===== src/rtl/hmr_pkg.sv =====
package hmr_pkg;
  localparam int RING_SLOTS = 4;
  localparam int SLOT_W     = 2;

  typedef enum logic [1:0] {
    ND_IDLE   = 2'd0,
    ND_WAIT   = 2'd1,
    ND_HOLD   = 2'd2,
    ND_RETURN = 2'd3
  } node_st_e;
endpackage


===== src/rtl/hmr_node.sv =====
module hmr_node
  import hmr_pkg::*;
#(
  parameter int ADDR_W   = 16,
  parameter int LANE_W   = 2,
  parameter int LANE_LSB = 8,
  parameter int SLOT_LSB = 6
) (
  input  logic              clk,
  input  logic              rst,
  input  logic              req,
  input  logic [ADDR_W-1:0] addr,
  input  logic              rel,
  input  logic [SLOT_W-1:0] phase,
  input  logic              take,
  output logic              want,
  output logic              give,
  output logic              owns,
  output logic              won,
  output logic [LANE_W-1:0] lane,
  output logic [SLOT_W-1:0] slot
);
  node_st_e          st_q;
  logic [LANE_W-1:0] lane_q;
  logic [SLOT_W-1:0] slot_q;
  logic              addr_unused;

  // only the hash fields select a token
  assign addr_unused = ^addr;

  always_ff @(posedge clk) begin
    if (rst) begin
      st_q   <= ND_IDLE;
      lane_q <= '0;
      slot_q <= '0;
      won    <= 1'b0;
    end else begin
      won <= 1'b0;
      case (st_q)
        ND_IDLE: if (req) begin
          st_q   <= ND_WAIT;
          lane_q <= addr[LANE_LSB +: LANE_W];
          slot_q <= addr[SLOT_LSB +: SLOT_W];
        end
        ND_WAIT: if (take) begin
          st_q <= ND_HOLD;
          won  <= 1'b1;
        end
        ND_HOLD:   if (rel) st_q <= ND_RETURN;
        ND_RETURN: if (phase == slot_q) st_q <= ND_IDLE;
        default:   st_q <= ND_IDLE;
      endcase
    end
  end

  assign want = (st_q == ND_WAIT);
  assign give = (st_q == ND_RETURN) && (phase == slot_q);
  assign owns = (st_q == ND_HOLD) || (st_q == ND_RETURN);
  assign lane = lane_q;
  assign slot = slot_q;

  // the ring only grants to a node that is waiting
  a_r4_take_only_waiting: assert property (@(posedge clk) disable iff (rst)
    take |-> (st_q == ND_WAIT));

  // won lasts a single cycle
  a_r4_won_pulse: assert property (@(posedge clk) disable iff (rst)
    won |=> !won);

  // the owned token key cannot be changed by new requests
  a_r9_key_stable: assert property (@(posedge clk) disable iff (rst)
    ((st_q == ND_HOLD) || (st_q == ND_RETURN)) |=> ($stable(lane_q) && $stable(slot_q)));
endmodule


===== src/rtl/hmr_ring.sv =====
module hmr_ring
  import hmr_pkg::*;
#(
  parameter int NODES  = 4,
  parameter int LANES  = 4,
  parameter int LANE_W = 2
) (
  input  logic                     clk,
  input  logic                     rst,
  input  logic [NODES-1:0]         want,
  input  logic [NODES-1:0]         give,
  input  logic [NODES*LANE_W-1:0]  lanes,
  input  logic [NODES*SLOT_W-1:0]  slots,
  output logic [NODES-1:0]         take,
  output logic [LANES*RING_SLOTS-1:0] ring_q,
  output logic [SLOT_W-1:0]        phase_q
);
  localparam int M     = LANES * RING_SLOTS;
  localparam int IDX_W = LANE_W + SLOT_W;

  logic [M-1:0] ring_d;
  logic [M-1:0] pass_mask;

  // one passing token per lane visits nodes 0..NODES-1 in order
  always_comb begin
    logic             cur;
    logic             hit;
    logic [IDX_W-1:0] idx;
    take      = '0;
    ring_d    = ring_q;
    pass_mask = '0;
    for (int l = 0; l < LANES; l++) begin
      idx            = {LANE_W'(l), phase_q};
      pass_mask[idx] = 1'b1;
      cur            = ring_q[idx];
      for (int i = 0; i < NODES; i++) begin
        hit = (lanes[i*LANE_W +: LANE_W] == LANE_W'(l)) &&
              (slots[i*SLOT_W +: SLOT_W] == phase_q);
        if (give[i] && hit) begin
          cur = 1'b1;
        end else if (want[i] && hit && cur) begin
          cur     = 1'b0;
          take[i] = 1'b1;
        end
      end
      ring_d[idx] = cur;
    end
  end

  always_ff @(posedge clk) begin
    if (rst) begin
      ring_q  <= '1;
      phase_q <= '0;
    end else begin
      ring_q  <= ring_d;
      phase_q <= phase_q + 1'b1;
    end
  end

  // tokens not passing this cycle keep their state
  a_r3_other_slots_stable: assert property (@(posedge clk) disable iff (rst)
    1'b1 |=> (((ring_q ^ $past(ring_q)) & ~$past(pass_mask)) == '0));

  // rotation advances by one slot per cycle
  a_r8_phase_step: assert property (@(posedge clk) disable iff (rst)
    1'b1 |=> (phase_q == $past(phase_q) + 2'd1));
endmodule


===== src/rtl/hashed_mutex_ring.sv =====
module hashed_mutex_ring
  import hmr_pkg::*;
#(
  parameter int NODES    = 4,
  parameter int LANES    = 4,
  parameter int ADDR_W   = 16,
  parameter int SLOT_LSB = 6,
  parameter int LANE_LSB = 8
) (
  input  logic                      clk,
  input  logic                      rst,
  input  logic [NODES-1:0]          acq_req,
  input  logic [NODES*ADDR_W-1:0]   acq_addr,
  input  logic [NODES-1:0]          rel_req,
  output logic [NODES-1:0]          won,
  output logic [LANES*RING_SLOTS-1:0] ring_state,
  output logic [SLOT_W-1:0]         ring_phase
);
  localparam int LANE_W = $clog2(LANES);
  localparam int M      = LANES * RING_SLOTS;
  localparam int IDX_W  = LANE_W + SLOT_W;

  logic [NODES-1:0]        want, give, owns, take;
  logic [NODES*LANE_W-1:0] lanes;
  logic [NODES*SLOT_W-1:0] slots;
  logic [M-1:0]            ring_q;
  logic [SLOT_W-1:0]       phase_q;

  for (genvar g = 0; g < NODES; g++) begin : g_node
    hmr_node #(
      .ADDR_W  (ADDR_W),
      .LANE_W  (LANE_W),
      .LANE_LSB(LANE_LSB),
      .SLOT_LSB(SLOT_LSB)
    ) u_node (
      .clk  (clk),
      .rst  (rst),
      .req  (acq_req[g]),
      .addr (acq_addr[g*ADDR_W +: ADDR_W]),
      .rel  (rel_req[g]),
      .phase(phase_q),
      .take (take[g]),
      .want (want[g]),
      .give (give[g]),
      .owns (owns[g]),
      .won  (won[g]),
      .lane (lanes[g*LANE_W +: LANE_W]),
      .slot (slots[g*SLOT_W +: SLOT_W])
    );
  end

  hmr_ring #(
    .NODES (NODES),
    .LANES (LANES),
    .LANE_W(LANE_W)
  ) u_ring (
    .clk    (clk),
    .rst    (rst),
    .want   (want),
    .give   (give),
    .lanes  (lanes),
    .slots  (slots),
    .take   (take),
    .ring_q (ring_q),
    .phase_q(phase_q)
  );

  assign ring_state = ring_q;
  assign ring_phase = phase_q;

  // holder map per token, drawn from node state for the R1 check
  logic [NODES-1:0] own_map [M];
  always_comb begin
    for (int m = 0; m < M; m++) begin
      for (int i = 0; i < NODES; i++) begin
        own_map[m][i] = owns[i] &&
          ({lanes[i*LANE_W +: LANE_W], slots[i*SLOT_W +: SLOT_W]} == IDX_W'(m));
      end
    end
  end

  for (genvar gm = 0; gm < M; gm++) begin : g_tok
    // token is on the ring or with exactly one node
    a_r1_single_owner: assert property (@(posedge clk) disable iff (rst)
      ($countones(own_map[gm]) + (ring_q[gm] ? 1 : 0)) == 1);
  end
endmodule


===== config.mk =====
export PLATFORM = sky130hd
export DESIGN_NAME = hashed_mutex_ring
export DESIGN_NICKNAME = d
export VERILOG_FILES = /design/src/rtl/hmr_pkg.sv /design/src/rtl/hmr_node.sv /design/src/rtl/hmr_ring.sv /design/src/rtl/hashed_mutex_ring.sv
export SDC_FILE = /design/constraint.sdc
export NUM_CORES = 1
export LEC_CHECK = 0
export ABC_AREA = 1
export CORE_UTILIZATION = 55
export CTS_BUF_LIST = sky130_fd_sc_hd__clkbuf_4
export DETAILED_ROUTE_END_ITERATION = 7
export DONT_BUFFER_PORTS = 1
export HOLD_SLACK_MARGIN = 0.12
export PLACE_DENSITY = 0.73
export SYNTH_ARGS = -nofsm -noshare
export SYNTH_HDL_FRONTEND = slang
export SYNTH_SLANG_ARGS = --single-unit
export TNS_END_PERCENT = 5

===== constraint.sdc =====
create_clock -name clk -period 1.67 [get_ports clk]
set_input_delay 0.334 -clock clk [delete_from_list [all_inputs] [get_ports clk]]
set_output_delay 0.334 -clock clk [all_outputs]
set_load 0.01 [all_outputs]

== Word-level counts from Yosys, hierarchy flattened ==
Index checks and enable logic that the tools add are counted.

* Register bits: 46
* Output and inout bits: 22
* Logic and storage cells: 279

* Add/subtract/negate cells: 1
* $lt $le $gt $ge: 8
* Eq/ne operators: 48
* Multiplexer cells: 108
* Bitwise logic cells: 4
* Reductions and logical operators: 92

{| class="wikitable"
|+ Operator list
! cell !! count
|-
| 1-bit two-way mux || 76
|-
| 1-bit logical AND || 72
|-
| 16-bit bitwise mux || 4
|-
| 2-bit == test (second input constant) || 16
|-
| 2-bit two-way mux || 16
|-
| 2-bit case mux with 4 select lines || 4
|-
| 2-bit != test (second input constant) || 12
|-
| 2-bit by 1-bit == test with 1-bit output (second input constant) || 8
|-
| 2-bit == test || 8
|-
| 2-bit zero test || 8
|-
| 4-bit AND reduction || 4
|-
| 4-bit by 5-bit less-than comparator with 1-bit output (second input constant) || 2
|-
| 1-bit binary-select mux with 2-bit select || 4
|-
| 1-bit demux with 2-bit select || 4
|-
| 4-bit by 1-bit greater-or-equal comparator with 1-bit output (second input constant) || 2
|-
| 2-bit by 1-bit != test with 1-bit output (second input constant) || 4
|-
| 2-bit AND reduction || 4
|-
| 2-bit OR reduction || 4
|-
| 2-bit by 5-bit less-than comparator with 1-bit output (second input constant) || 1
|-
| 3-bit by 5-bit less-than comparator with 1-bit output (second input constant) || 1
|-
| 1-bit NOT || 4
|-
| 3-bit by 1-bit greater-or-equal comparator with 1-bit output (second input constant) || 1
|-
| 2-bit by 1-bit adder with 2-bit output (second input constant) || 1
|-
| 2-bit by 1-bit greater-or-equal comparator with 1-bit output (second input constant) || 1
|}

== Longest topological paths before layout ==
Gate-level depths: netlist of run 1.

* Word-level depth: 23
* Depth in mapped cells: 18

== Cells and area by module ==
From an unflattened synthesis of run 1, not the netlist that was laid out.

* Cells, all modules: 484
* Area, all modules: 3,289.4 µm²

{| class="wikitable"
|+ Modules (own cells, without submodules)
! module !! times used !! cells an instance !! area each (µm²) !! seq. area each (µm²)
|-
| hmr_node || 4 || 61 || 412.9 || 140.1
|-
| hmr_ring || 1 || 240 || 1,637.8 || 360.3
|}

== Worst setup path before layout of run 1 ==
OpenSTA, ideal clock, no wires.

* Path kind: register -> register
* Start point: register u_ring.phase_q[1]
* End point: register g_node[3].u_node.st_q[0]
* Data arrival time: 1.685 ns
* Required time: 1.555 ns
* Path slack: -0.130 ns
* Cell stages (with the launch flop): 14
* Cell sequence: dfxtp_1 > buf_6 > xnor2_2 > nand2_1 > nor3_1 > nand2_1 > nand3_1 > nand2_1 > nand2_1 > nand2_1 > nor2_2 > nand3_2 > a21oi_1 > nor2_1

* Cells in the longest elaborated chain, start to end: 23
* Elaborated cells between the ends (all ways): 119

{| class="wikitable"
|+ Ends and longest elaborated chain
! what !! RTL line !! RTL
|-
| from (decl) || hmr_ring.sv:16 || <nowiki>output logic [SLOT_W-1:0] phase_q</nowiki>
|-
| from (signal assigned) || hmr_ring.sv:56 || <nowiki>phase_q <= phase_q + 1'b1;</nowiki>
|-
| 2-bit == test || hmr_node.sv:57, hmr_ring.sv:38 ||
|-
| 1-bit logical AND || hmr_ring.sv:37 || <nowiki>hit = (lanes[i*LANE_W +: LANE_W] == LANE_W'(l)) &&</nowiki>
|-
| 1-bit logical AND (2 in series) || hmr_ring.sv:41 || <nowiki>end else if (want[i] && hit && cur) begin</nowiki>
|-
| 1-bit two-way mux || hmr_ring.sv:41 ||
|-
| 1-bit two-way mux || hmr_ring.sv:39 || <nowiki>if (give[i] && hit) begin</nowiki>
|-
| 1-bit logical AND || hmr_ring.sv:41 ||
|-
| 1-bit two-way mux || hmr_ring.sv:41 ||
|-
| 1-bit two-way mux || hmr_ring.sv:39 ||
|-
| (+6 left out) || -- ||
|-
| 1-bit two-way mux || hmr_ring.sv:41 ||
|-
| 1-bit two-way mux || hmr_ring.sv:39 ||
|-
| 1-bit two-way mux || hmr_ring.sv:41 ||
|-
| 1-bit two-way mux || hmr_ring.sv:39 ||
|-
| 1-bit two-way mux || hmr_ring.sv:41 ||
|-
| 1-bit two-way mux || hmr_ring.sv:39 ||
|-
| 2-bit by 1-bit != test with 1-bit output (no line) || -- ||
|-
| 4-bit AND reduction (no line) (*) || -- ||
|-
| to (signal assigned) || hmr_node.sv:49 || <nowiki>ND_HOLD: if (rel) st_q <= ND_RETURN;</nowiki>
|-
| to (signal assigned) || hmr_node.sv:50 || <nowiki>ND_RETURN: if (phase == slot_q) st_q <= ND_IDLE;</nowiki>
|-
| to (signal assigned) || hmr_node.sv:51 || <nowiki>default: st_q <= ND_IDLE;</nowiki>
|-
| to (decl) || hmr_node.sv:23 || <nowiki>node_st_e st_q;</nowiki>
|}

Every way passes the cells marked *; elsewhere a longest branch is shown, timed or not. The select of a mux whose other input is x is not followed.
A chain may end at the register's enable or synchronous reset.

== Worst setup path after layout of run 1 ==
* Start point: register u_ring.phase_q[1]
* End point: register g_node[0].u_node.st_q[0]

* Cells in the longest elaborated chain, start to end: 14
* Elaborated cells between the ends (all ways): 38

{| class="wikitable"
|+ Ends and longest elaborated chain
! what !! RTL line
|-
| 2-bit == test || hmr_node.sv:50, hmr_node.sv:57, hmr_ring.sv:38
|-
| 1-bit logical AND || hmr_ring.sv:37
|-
| 1-bit logical AND (2 in series) || hmr_ring.sv:41
|-
| 1-bit two-way mux || hmr_ring.sv:41
|-
| 1-bit two-way mux || hmr_ring.sv:39
|-
| 1-bit two-way mux || hmr_ring.sv:41
|-
| 1-bit two-way mux || hmr_ring.sv:39
|-
| 1-bit two-way mux || hmr_ring.sv:41
|-
| 1-bit two-way mux || hmr_ring.sv:39
|-
| 1-bit two-way mux || hmr_ring.sv:41
|-
| 1-bit two-way mux || hmr_ring.sv:39
|-
| 2-bit by 1-bit != test with 1-bit output (no line) || --
|-
| 4-bit AND reduction (no line) (*) || --
|-
| to (signal assigned) || hmr_node.sv:49
|-
| to (signal assigned) || hmr_node.sv:50
|-
| to (signal assigned) || hmr_node.sv:51
|-
| to (decl) || hmr_node.sv:23
|}

Marked as above.

==> results of run 1 <==
-- where the power goes --
| group | leakage [nW] | switching (mW) | internal (mW) | total [mW] |
|---|---|---|---|---|
| clock network | 0.0374 | 0.414 | 0.314 | 0.728 |
| logic | 1.36 | 1.47 | 1.07 | 2.53 |
| registers | 0.381 | 0.225 | 1.35 | 1.58 |
-- layout by cell type, fill, tap and decap left out, types with 2 or more instances in the layout --
cell           instances
a21oi_1               35
a21oi_2                4
a22o_1                 2
buf_12                 2
buf_4                 50
clkbuf_4               5
clkinvlp_4             2
dfxtp_1               43
dfxtp_4                2
dlygate4sd3_1          9
ha_1                  23
inv_1                 58
inv_2                  2
nand2_1               85
nand2_2               13
nand2_4                4
nand3_1               16
nand3_2               10
nand4_1               10
nor2_1                38
nor2_2                 4
nor3_1                 3
nor3_2                 5
nor3_4                 2
o211ai_1               3
o21ai_0               22
o21ai_1                4
o21ai_2                2
o22ai_1                3
xnor2_1                2
xnor2_2                3
-- layout make-up --
| cell class | instances | share of cell area [%] |
|---|---|---|
| Tap cell | 70 | 2.33 |
| Timing Repair Buffer | 64 | 14.5 |
| Clock inverter | 3 | 1.20 |
| Multi-Input combinational cell | 305 | 50.0 |
| Inverter | 61 | 6.23 |
| Clock buffer | 5 | 0.999 |
| Sequential cell | 46 | 24.8 |
-- worst max-delay path, delay by kind of cell, from the launching register on --
| kind | cells | cell delay, ns |
|---|---|---|
| AOI/OAI and AO/OA | 3 | 0.43 |
| DFF | 1 | 0.39 |
| buffers and inverters | 2 | 0.31 |
| and+or+nand+nor | 5 | 0.56 |
| xor gates and xnor gates | 1 | 0.24 |
-- final timing paths --
kind                                                  to         startpoint
worst min-delay path            g_node[3].u_node.lane[0]       acq_addr[56]
worst max register to register  g_node[0].u_node.st_q[0]  u_ring.phase_q[1]
worst max-delay path            g_node[0].u_node.st_q[0]  u_ring.phase_q[1]
worst min register to register         u_ring.ring_q[13]  u_ring.ring_q[13]
-- timing repair --
item,4_1_cts,5_1_grt
resized for setup,15,33
setup endpoints to repair,27,43
hold buffers,10,0
setup buffers,2,5
hold endpoints to repair,30,0
pin swaps,2,14
-- metal layers --
layer	global-route usage, %	wire length (um)	vias up
met3	5.35	374	7
met5	0	0	-
li1	-	-	1484
met2	44.7	3640	75
met4	7.76	63	0
met1	29.6	3020	1340
-- kinds of logic (layout without fill, tap and decap cells) --
logic type,Yosys count,count (layout)
AND/OR/NAND/NOR,195,195
AO/OA/AOI/OAI,80,80
buffers and inverters,74,133
flip-flops,46,46
adder cells (fa/ha/maj),24,24
XOR/XNOR,6,6
-- registers in the layout (all words and copies together), names as in the netlist --
| name | cells |
|---|---|
| g_node.u_node.st_q | 8 |
| g_node.u_node.lane | 8 |
| u_ring.phase_q | 2 |
| g_node.u_node.slot | 8 |
| u_ring.ring_q | 16 |
| g_node.u_node.won | 4 |
-- per-stage QoR --
| step | hold slack [ns] | utilization [%] | power (mW) |
|---|---|---|---|
| after floorplan | 0.434 | - | 3.16 |
| after global placement | 0.397 | 65.5 | 3.72 |
| after detailed placement | 0.399 | 65.5 | 3.77 |
| after CTS | 0.134 | 70.5 | 4.61 |
| after global routing | 0.133 | 73.5 | 5.25 |
| final | 0.147 | 73.5 | 4.84 |
==> results.sh, run 1 <==
export IMPL_outcome="finished with violations"
export IMPL_violations="setup timing"
export IMPL_crit_required_ns=1.98
export IMPL_syn2layout_area_growth_pct=28.0
export IMPL_drtIter0Drc=213
export IMPL_r2r_setup_slack_ns=-0.34
export IMPL_grt_max_degree=25
export IMPL_clock_sinks=46
export IMPL_dp_hpwl_um=4810
export IMPL_remaining_drc_errors=0
export IMPL_yosysMostFrequentCell="nand2_1"
export IMPL_setup_violations=28
export IMPL_syn_num_nets=523
export IMPL_clkTransAtPathRegs_ns=0.16
export IMPL_finalCritPeriodShare_pct=120
export IMPL_design_area_mm2=0.00376
export IMPL_die_h_um=75.1
export IMPL_synth_compound_area_share_pct=14.7
export IMPL_ios=96
export IMPL_synthTopCellsByArea="dfxtp_1 (31%), nand2_1 (13%), ha_1 (10%)"
export IMPL_synth_top_family_by_area="simple AND/OR/NAND/NOR gates"
export IMPL_critPathSlowestCell="dfxtp_4"
export IMPL_slew_viol_final=0
export IMPL_rsz0062_at_grt="true"
export IMPL_preCtsSetupSlack_ns=-0.224
export IMPL_netlist_instances=425
export IMPL_max_cap_violations=0
export IMPL_synthAdderAreaFrac_pct=10.2
export IMPL_dr_pass1_iters=5
export IMPL_setup_worst_path_end_class="register"
export IMPL_ys_top_cells_by_count="nand2_1 (98), inv_1 (59), dfxtp_1 (46)"
export IMPL_cts_tree="built"
export IMPL_worst_pin_slew_ns=1.00
export IMPL_placed_area_mm2=0.00334
export IMPL_max_slew_margin_pct=33.1
export IMPL_final_setup_tns_ns=-4.78
export IMPL_die_area_mm2=0.00563
export IMPL_n_antenna_cell=0
export IMPL_ir_drop_uv=730
export IMPL_ys_seq_area_share_pct=31.4
export IMPL_num_fill_cells=405
export IMPL_yosysWarnings=0
export IMPL_async_reset_ff_share_pct=0
export IMPL_crit_type="reg -> reg"
export IMPL_drtAntennaViolNets=0
export IMPL_die_w_um=75.1
export IMPL_synth_area_mux_share_pct=0
export IMPL_std_cell_rows=26
export IMPL_yosysTopAreaCellShare_pct=31.4
export IMPL_grt_pass1_wl_um=10800
export IMPL_multiInputGateArea_mm2=0.00188
export IMPL_layout_cells_non_filler=554
export IMPL_start_kind="register"
export IMPL_timing_fmax_mhz=498
export IMPL_htree_levels=2
export IMPL_grt_pass1_vias=2523
export IMPL_fin_crit_ns=2.01
export IMPL_synth_area_leader_cell="dfxtp_1"
export IMPL_synth_edf_count=0
export IMPL_clock_path_buffers=2
export IMPL_portBuffers=0
export IMPL_nets=581
export IMPL_design_core_area_mm2=0.00511
export IMPL_grtUsageTotal_pct=24.9
export IMPL_antenna_found_initial=0
export IMPL_yosysUniqueCellTypes=33
export IMPL_grt_overflow=0
export IMPL_drive_gt1_share_pct=25.6
export IMPL_p_leak_nw=1.78
export IMPL_drt_total_wl_um=7090
export IMPL_hold_class="in -> reg"
export IMPL_synth_seq_cells=46
export IMPL_power_density_mw_per_mm2=1290
export IMPL_synth_area_mm2=0.00294
export IMPL_hold_viol=0
export IMPL_arrival_ns=2.32
export IMPL_regArea_um2=930
export IMPL_finClkSkew_ns=0.0107
export IMPL_clock_latency_ns=0.38
export IMPL_avgViaCountPerCell=5.25
export IMPL_cts_root_buf="clkbuf_4"
export IMPL_start_util_pct=57.5
export IMPL_hold_path_depth=2
export IMPL_crit_fanout=8
export IMPL_fin_ws_ns=-0.339
export IMPL_synth_xor_area_share_pct=2.94
export IMPL_gp_congestion=0.884
export IMPL_avgSynthCellArea_um2=6.91
export IMPL_crit_chain="buf_12, xnor2_4, nand4_1, buf_4, nand4_1, o21ai_1, a31oi_1, nand3_1, nand2_1, nand2_1, a21oi_1"
export IMPL_dp_cells=529
export IMPL_reg2reg_depth=11
export IMPL_slowest_delay_ns=0.39
export IMPL_drt_wirelength_per_cell_um=12.8
export IMPL_synth_simple_area_share_pct=29.9
export IMPL_via_count=2906
export IMPL_ys_dominant_reg_cell="dfxtp_1"
export IMPL_cts_buffers=5
Power figures use the tool's default switching activity.
==> run 2: changes to the inputs <==
--- a/config.mk
+++ b/config.mk
@@ -5,13 +5,13 @@
 export SDC_FILE = /design/constraint.sdc
 export NUM_CORES = 1
 export LEC_CHECK = 0
-export ABC_AREA = 1
+export ABC_AREA = 0
 export CORE_UTILIZATION = 55
 export CTS_BUF_LIST = sky130_fd_sc_hd__clkbuf_4
 export DETAILED_ROUTE_END_ITERATION = 7
 export DONT_BUFFER_PORTS = 1
 export HOLD_SLACK_MARGIN = 0.12
-export PLACE_DENSITY = 0.73
+export PLACE_DENSITY = 0.7
 export SYNTH_ARGS = -nofsm -noshare
 export SYNTH_HDL_FRONTEND = slang
 export SYNTH_SLANG_ARGS = --single-unit
==> constraint.sdc (replaced) <==
create_clock -name clk -period 1.9 [get_ports clk]
set_input_delay 0.38 -clock clk [delete_from_list [all_inputs] [get_ports clk]]
set_output_delay 0.38 -clock clk [all_outputs]
set_load 0.01 [all_outputs]
==> run 2 against run 1 <==
The run still ends with setup timing left. Total power shrank 19%. Global-route usage up 3.0 points. Register-to-register slack got worse by 0.17 ns. Final area shrank 1.3%. Sequential cell count unchanged. Worst hold slack worse by 0.025 ns. Maximum frequency is 16% lower. Core utilization shrank 0.98 points. Sequential power is 18% lower. Combinational power decreased by 17%.
==> results.sh, run 2 <==
export IMPL_wl_met1_um=3160
export IMPL_synth_edf_count=0
export IMPL_dp_hpwl_um=5380
export IMPL_design_core_area_mm2=0.00511
export IMPL_netlist_instances=333
export IMPL_timing_fmax_mhz=416
export IMPL_syn_num_nets=431
export IMPL_clkTransAtPathRegs_ns=0.16
export IMPL_synthAdderAreaFrac_pct=10.3
export IMPL_preCtsSetupSlack_ns=-0.471
export IMPL_pwr_share_clk_pct=13.8
export IMPL_arrival_ns=2.70
export IMPL_power_density_mw_per_mm2=1060
export IMPL_syn2layout_area_growth_pct=27.2
export IMPL_synth_seq_cells=46
export IMPL_regMostFlops="u_ring.ring_q"
export IMPL_finalCritPeriodShare_pct=127
export IMPL_layout_cells_non_filler=471
export IMPL_clock_latency_ns=0.39
export IMPL_crit_required_ns=2.20
export IMPL_portBuffers=0
export IMPL_p_comb_share_pct=53.5
export IMPL_num_fill_cells=385
export IMPL_die_w_um=74.8
export IMPL_cts_buffers=5
export IMPL_share_seq_of_total_power_pct=32.7
export IMPL_wl_met3_um=402
export IMPL_crit_chain="buf_12, mux4_2, o41ai_4, o31ai_1, mux4_2, a21oi_2, nor2_2, o221a_1"
export IMPL_antenna_found_initial=0
export IMPL_whs_ns=0.122
export IMPL_grt_overflow=0
export IMPL_via_count=2768
export IMPL_nets=498
export IMPL_dr_pass1_iters=4
export IMPL_p_switching_mw=1.64
export IMPL_n_antenna_cell=0
export IMPL_rsz0062_at_grt="true"
export IMPL_violations="setup timing"
export IMPL_drtIter0Drc=155
export IMPL_top_layer_used="met4"
export IMPL_drive_gt1_share_pct=28.9
export IMPL_grt_pass1_wl_um=11900
export IMPL_final_cell_mix="buf_4 (70), nand2_1 (43), dfxtp_1 (43)"
export IMPL_start_kind="register"
export IMPL_swShare_pct=41.6
export IMPL_dr_wl_met2_um=3760
export IMPL_setup_violations=28
export IMPL_clock_path_buffers=2
export IMPL_critPathSlowestCell="mux4_2"
export IMPL_yosysWarnings=0
export IMPL_fin_crit_ns=2.41
export IMPL_yosysUniqueCellTypes=58
export IMPL_drtAntennaViolNets=0
export IMPL_synth_compound_area_share_pct=21.8
export IMPL_final_common_cell="buf_4"
export IMPL_outcome="finished with violations"
export IMPL_grtUsageTotal_pct=27.9
export IMPL_max_cap_violations=0
export IMPL_finClkSkew_ns=0.00906
export IMPL_p_leak_nw=1.49
export IMPL_htree_levels=2
export IMPL_ys_top_cells_by_count="dfxtp_1 (46), nand2_1 (43), a21oi_1 (27)"
export IMPL_ir_drop_uv=568
export IMPL_synthTopCellsByArea="dfxtp_1 (32%), ha_1 (10%), nand2_1 (5.5%)"
export IMPL_crit_top_cell="mux4_2"
export IMPL_grt_pass1_vias=2640
export IMPL_fin_util_pct=72.6
export IMPL_synth_area_leader_cell="dfxtp_1"
export IMPL_synth_simple_area_share_pct=21.5
export IMPL_ys_dominant_reg_cell="dfxtp_1"
export IMPL_drt_wirelength_per_cell_um=15.8
export IMPL_multiInputGateArea_mm2=0.00194
export IMPL_clock_sinks=46
export IMPL_hold_class="in -> reg"
export IMPL_yosysTopAreaCellShare_pct=31.6
export IMPL_fin_ws_ns=-0.506
export IMPL_cts_root_buf="clkbuf_4"
export IMPL_async_reset_ff_share_pct=0
export IMPL_design_area_mm2=0.00371
export IMPL_slowest_delay_ns=0.55
export IMPL_avgSynthCellArea_um2=8.75
export IMPL_synth_top_family_by_area="compound AO/OA/AOI/OAI gates"
export IMPL_synth_area_mux_share_pct=5.32
export IMPL_grt_max_degree=33
export IMPL_hold_viol=0
export IMPL_max_slew_margin_pct=72.7
export IMPL_regArea_um2=927
export IMPL_remaining_drc_errors=0
export IMPL_synth_xor_area_share_pct=3.52
export IMPL_synth_area_mm2=0.00291
export IMPL_gp_congestion=0.844
export IMPL_avgViaCountPerCell=5.88
export IMPL_crit_fanout=5
export IMPL_die_h_um=74.8
export IMPL_ios=96
export IMPL_largest_reg_flops=16
export IMPL_yosysMostFrequentCell="dfxtp_1"
export IMPL_p_int_mw=2.30
export IMPL_start_util_pct=57.1
export IMPL_ys_seq_area_share_pct=31.6
export IMPL_crit_type="reg -> reg"
export IMPL_slew_viol_final=0
export IMPL_drt_total_wl_um=7450
export IMPL_cts_tree="built"
export IMPL_setup_worst_path_end_class="register"
export IMPL_std_cell_rows=26
export IMPL_die_area_mm2=0.00559
export IMPL_worst_pin_slew_ns=0.406
export IMPL_placed_area_mm2=0.00344
export IMPL_dp_cells=456
-- run 2: cell types whose count changed after synthesis, moves of 5 or more --
cell     delta
nor2_1     -25
a21oi_1    -12
nor2b_1    +13
o31ai_1     +7
nand2_1    -55
mux4_2      +6
inv_1      -38
xnor2_1     +5
a211o_1     +8
o21ai_0    -20
-- run 2: metrics by stage --
stage | setup TNS, ns | total power [mW]
2_1_floorplan | -5.09 | 2.56
3_3_place_gp | -8.52 | 3.17
3_5_place_dp | -9.78 | 3.23
4_1_cts | -9.30 | 3.84
5_1_grt | -11.98 | 4.22
6_report | -9.47 | 3.94
-- run 2: path summary, 6_finish.rpt --
path | startpoint | endpoint | slack (ns) | cells after the start
worst min register to register | g_node[3].u_node.slot[0] | g_node[3].u_node.slot[0] | 0.48 | 2
worst min-delay path | acq_addr[54] | g_node[3].u_node.slot[0] | 0.12 | 2
worst max-delay path | u_ring.phase_q[0] | g_node[1].u_node.st_q[0] | -0.51 | 8
worst max register to register | u_ring.phase_q[0] | g_node[1].u_node.st_q[0] | -0.51 | 8
-- run 2: repair_timing --
action	CTS	global route
setup buffers	1	1
hold endpoints to repair	32	1
hold buffers	4	1
resized for setup	11	10
pin swaps	13	4
endpoints found under the setup margin	28	28
-- run 2: kinds of logic (layout without fill, tap and decap cells) --
family,after synthesis,count (layout)
muxes,8,8
DFF,46,46
xor gates and xnor gates,10,10
AOI/OAI and AO/OA,80,80
and+or+nand+nor,128,128
buffers and inverters,37,105
adders and majority gates,24,24
-- run 2: power groups by stage --
stage | registers [mW] | logic (mW) | clock network [mW]
floorplan | 1.28 | 1.28 | 0
global placement | 1.30 | 1.87 | 0
detailed placement | 1.30 | 1.93 | 0
CTS | 1.29 | 2.00 | 0.550
global route | 1.31 | 2.31 | 0.588
finish | 1.29 | 2.10 | 0.543
-- run 2: worst max-delay path: cells and delay by family (launching register included) --
kind	cells	cell delay, ns
muxes	2	1.05
AOI/OAI and AO/OA	4	0.66
DFF	1	0.42
buffers and inverters	1	0.12
and+or+nand+nor	1	0.06
-- run 2: per-layer routing --
layer | up-vias | track usage (%)
met4 | 0 | 10.1
met5 | - | 0
met3 | 17 | 6.02
li1 | 1343 | -
met1 | 1326 | 34.5
met2 | 82 | 48.0
-- run 2: final cells by class --
class | count | area share (%)
multi-input combinational | 250 | 52.4
sequential | 46 | 25.0
timing repair buffer | 76 | 16.3
tap | 70 | 2.36
inverter | 21 | 2.13
clock buffer | 5 | 1.01
clock inverter | 3 | 0.777
